File: src/rtl/bank_xlat.sv
module bank_xlat #(
  parameter int AW       = 24,
  parameter int WIN_BITS = 21,
  parameter int REG_W    = 16,
  parameter int EN_BIT   = 15,
  parameter int Y_TAG    = 2,
  parameter int Z_TAG    = 4
) (
  input  logic             clk,
  input  logic             rst_n,
  input  logic             reg_we,
  input  logic             reg_win,
  input  logic [1:0]       reg_kind,
  input  logic [REG_W-1:0] reg_wdata,
  input  logic [AW-1:0]    exec_addr,
  input  logic [AW-1:0]    cpu_addr,
  input  logic [1:0]       cpu_kind,
  input  logic             dma_active,
  input  logic [AW-1:0]    dma_addr,
  output logic [AW-1:0]    phys_addr,
  output logic             cs_y_n,
  output logic             cs_z_n
);
  localparam int BW = AW - WIN_BITS;
  localparam logic [1:0] K_FETCH = 2'd0;
  localparam logic [1:0] K_READ  = 2'd1;
  localparam logic [1:0] K_LCD   = 2'd3;

  logic          en_q   [2][4];
  logic [BW-1:0] bank_q [2][4];

  logic [AW-1:0] sel_addr;
  logic [1:0]    sel_kind;
  logic          in_y, in_z, hit, exec_y, exec_z, fetch_locked;

  assign sel_addr = dma_active ? dma_addr : cpu_addr;
  assign sel_kind = dma_active ? K_LCD : ((cpu_kind == 2'd3) ? K_READ : cpu_kind);

  assign in_y = sel_addr[AW-1:WIN_BITS] == BW'(Y_TAG);
  assign in_z = sel_addr[AW-1:WIN_BITS] == BW'(Z_TAG);
  assign hit  = (in_y | in_z) & en_q[in_z][sel_kind];

  assign phys_addr = hit ? {bank_q[in_z][sel_kind], sel_addr[WIN_BITS-1:0]} : sel_addr;
  assign cs_y_n    = ~in_y;
  assign cs_z_n    = ~in_z;

  assign exec_y = exec_addr[AW-1:WIN_BITS] == BW'(Y_TAG);
  assign exec_z = exec_addr[AW-1:WIN_BITS] == BW'(Z_TAG);
  assign fetch_locked = (reg_kind == K_FETCH) & (reg_win ? exec_z : exec_y);

  always_ff @(posedge clk) begin
    if (!rst_n) begin
      for (int w = 0; w < 2; w++)
        for (int k = 0; k < 4; k++) begin
          en_q[w][k]   <= 1'b0;
          bank_q[w][k] <= '0;
        end
    end else if (reg_we && !fetch_locked) begin
      en_q[reg_win][reg_kind]   <= reg_wdata[EN_BIT];
      bank_q[reg_win][reg_kind] <= reg_wdata[BW-1:0];
    end
  end

  assert_offset_kept_R2: assert property (@(posedge clk) disable iff (!rst_n)
    phys_addr[WIN_BITS-1:0] == (dma_active ? dma_addr[WIN_BITS-1:0] : cpu_addr[WIN_BITS-1:0]));

  assert_outside_untouched_R5: assert property (@(posedge clk) disable iff (!rst_n)
    (cs_y_n && cs_z_n) |-> phys_addr == (dma_active ? dma_addr : cpu_addr));

  assert_cs_exclusive_R6: assert property (@(posedge clk) disable iff (!rst_n)
    !(!cs_y_n && !cs_z_n));

  assert_fetch_lock_y_R7: assert property (@(posedge clk) disable iff (!rst_n)
    (reg_we && !reg_win && reg_kind == K_FETCH && exec_y)
      |=> ($stable(bank_q[0][0]) && $stable(en_q[0][0])));

  assert_fetch_lock_z_R7: assert property (@(posedge clk) disable iff (!rst_n)
    (reg_we && reg_win && reg_kind == K_FETCH && exec_z)
      |=> ($stable(bank_q[1][0]) && $stable(en_q[1][0])));
endmodule

File: config.mk
export PLATFORM = sky130hd
export DESIGN_NAME = bank_xlat
export DESIGN_NICKNAME = d
export VERILOG_FILES = /design/src/rtl/bank_xlat.sv
export SDC_FILE = /design/constraint.sdc
export NUM_CORES = 1
export LEC_CHECK = 0
export ABC_AREA = 1
export BUFFER_PORTS_ARGS = -buffer_cell sky130_fd_sc_hd__buf_2
export CAP_MARGIN = 20
export CORE_ASPECT_RATIO = 2
export CORE_MARGIN = 2
export CORE_UTILIZATION = 47
export CTS_BUF_LIST = sky130_fd_sc_hd__clkbuf_8 sky130_fd_sc_hd__clkbuf_16
export DETAILED_ROUTE_END_ITERATION = 8
export HOLD_SLACK_MARGIN = 0.03
export PLACE_DENSITY = 0.94
export SLEW_MARGIN = 20
export SYNTH_ARGS = -nofsm -noshare
export SYNTH_HDL_FRONTEND = slang
export SYNTH_SLANG_ARGS = --single-unit
File: constraint.sdc
create_clock -name clk -period 2.3 [get_ports clk]
set_input_delay 0.345 -clock clk [delete_from_list [all_inputs] [get_ports clk]]
set_output_delay 0.345 -clock clk [all_outputs]
set_load 0.1 [all_outputs]
==> qor.yml <==
outcome:
  outcome: "completed"
cts:
  clk_pin_slew_ns: 0.06
  cts_buffers: 5
  clockBufferDepth: 2
  cts_tree: "done"
  cts_root_buffer: "clkbuf_8"
  clkLatencyLatePin_ns: 0.28
  clkSinkCount: 32
  htreeDepth: 2
worst_hold_path:
  holdPathStages: 3
  hp-class: "input port to flip-flop"
global_routing:
  grt_usage_pct: 21.46
  grt_pass1_wl_um: 8086
  antenna_found_initial: 0
  grt_pass1_vias: 1898
  grt-ovfl-total: 0
  grt_max_degree: 17
placed_design:
  hpwlAfterDp_um: 4175
  gp_routability_congestion: 1.006
  io_buffers: 89
routing:
  viasPerCell: 4.819
  drt-total-wl_um: 5022
  wl_per_cell_um: 11.68
  drt_first_pass_iters: 4
  drcViolationCount: 0
  ant_nets: 0
  drtIter0Drc: 47
  vias: 2072
cells_and_area:
  syn_to_final_growth_pct: 31.61
  fin_nets: 473
  drive_above_1_share_pct: 31.12
  diodes: 0
  fin_util_pct: 63.05
sta:
  period_share_pct: 93.60
  worstMarginPinSlew_ns: 0.5230
  rsz0062_at_grt: "false"
  min_period_ns: 2.153
  finalSetupTns_ns: 0
  slew_headroom_pct: 65.37
  skew_ns: 0
  setup_viol: 0
  finalMaxSlewViolations: 0
  hold_viol_final: 0
  fmax_ghz: 0.4645
critical_path:
  critPathBufInv: 2
  critical_path.cell_chain: "buf_2, nand2_1, nand2_2, nand2_2, nor2_8, nand2_1, nand3_1, nand3_1, nand3_1, nand2_1, buf_12"
  max_stage_delay_ns: 0.25
  worstPathArrival_ns: 1.81
  critPathCaptureType: "output pin"
  reg2regPathDepth: 2
  crit_cells: 11
  start_kind: "input port"
  cp.required_ns: 1.96
  path_max_fanout: 11
  cp_slowest_cell: "buf_2"
  critPathTopFamily: "simple AND/OR/NAND/NOR gates"
  critPathKind: "input port to output pin"
power:
  pwr-share-comb_pct: 35.7
  p_per_area_mw_per_mm2: 626.3
  p_leak_uw: 0.001486
  p_switching_uw: 652.4
  power_frac_seq_pct: 41.7
  ir_worst_vdd_uv: 635.5
  power_frac_clock_pct: 22.6
  swShare_pct: 38.46
  p_int_uw: 1044
die:
  core_mm2: 0.004297
  dieArea_mm2: 0.004957
  die_w_um: 50.80
  ios: 123
  dieHeight_um: 97.59
  rows: 34
  start_util_pct: 47.90
synth:
  synth.top_cell.area_share_pct: 45.23
  ys_async_sr_fraction_pct: 0
  ys_top_cells_by_area: "edfxtp_1 45%, nand2_1 20%, inv_1 7.7%"
  synthTopCellsByCount: "111 x nand2_1, 42 x inv_1, 33 x nor2_1, 31 x edfxtp_1, 25 x nand3_1"
  synth_cell_types: 23
  synth_edf_count: 31
  ys_seq_elements: 32
  ys_warn_count: 0
  seq_area_frac_synth_pct: 46.20
  yosysMostFrequentCell: "nand2_1"
  syn_area_mm2: 0.002058
  syn_area_per_cell_um2: 7.273
  syn-num-nets: 380
  synthCells: 283
  yosysTopAreaCell: "edfxtp_1"
  synth_ff_type: "edfxtp_1"
job:
  drv_cap: 0
-- layout make-up --
type | count | area [um^2]
fillers | 356 | 1588
flip-flops and latches | 32 | 950.9
multi-input cells | 197 | 878.3
repair buffers | 94 | 558.0
inverters | 46 | 177.7
clock buffers | 5 | 68.82
well taps | 54 | 67.56
clock inverters | 2 | 7.507
-- stage by stage --
| step | std cells | instance area (um^2) | power, uW | hold WS [ns] | worst slack [ns] |
|---|---|---|---|---|---|
| floorplan | 283 | 2058 | 1160 | 0.4449 | 0.02539 |
| global placement | 422 | 2623 | 1313 | 0.4671 | 0.1721 |
| detailed placement | 422 | 2623 | 1322 | 0.4922 | 0.1379 |
| CTS | 429 | 2699 | 1690 | 0.3080 | 0.1342 |
| global route | 430 | 2709 | 1767 | 0.3583 | 0.007945 |
| finish | 430 | 2709 | 1696 | 0.3064 | 0.1471 |
-- cell families (layout without fill, tap and decap cells) --
family                 Yosys count  after routing  synth area share [%]
AND/OR/NAND/NOR                186            186                 39.88
buffers and inverters           54            147                 11.25
flip-flops                      32             32                 46.20
AO/OA/AOI/OAI                   11             11                 2.675
-- per-layer routing --
metal / global-route usage, % / up-vias / share of wire, %
met4: 13.93 / 0 / 5.5
met3: 5.846 / 21 / 11
met5: 0 / - / 0
met1: 18.21 / 873 / 30
li1: - / 1062 / -
met2: 40.49 / 116 / 54
-- registers in the layout (all words and copies together) (netlist names) --
signal and flops:
en_q 8, bank_q 24
-- worst register-to-register path, cell delays in order, from the launching register on --
cell	delay, ns
dfxtp_1	0.32
nand3_1	0.09
nand2_1	0.05
-- placed cells by master (no fill, tap or decap) --
master	n
nand3_4	1
nand4_1	3
buf_2	84
edfxtp_1	31
nor2_2	2
a21oi_1	2
dfxtp_1	1
nand3_1	25
nand3b_1	1
clkinv_1	2
inv_1	42
nor2_1	32
o21ai_0	4
buf_12	5
o21ai_1	5
nand2_4	1
nor2_8	1
inv_6	1
inv_2	3
nand3_2	2
nand2_1	111
clkbuf_8	5
buf_4	5
nor2_4	2
nand2_2	5
-- worst paths after layout --
kind	from	to	slack, ns
max	dma_active	phys_addr[21]	0.15
min	reg_wdata[15]	en_q[1][3]	0.31
max reg2reg	en_q[1][3]	en_q[1][3]	1.74
min reg2reg	en_q[1][3]	en_q[1][3]	0.50
-- power by group through the flow --
stage,logic [uW],registers [uW],clock network [uW]
6_report,606,707,384
4_1_cts,604,707,379
5_1_grt,646,714,408
3_3_place_gp,595,718,0
3_5_place_dp,603,719,0
2_1_floorplan,446,714,0
-- what timing repair did --
action / 4_1_cts / 5_1_grt
buffers inserted: 0 / 1
endpoints found under the setup margin: 0 / 1
hold buffers: 0 / 0
gates resized for setup: 0 / 1
Power figures use the tool's default switching activity.
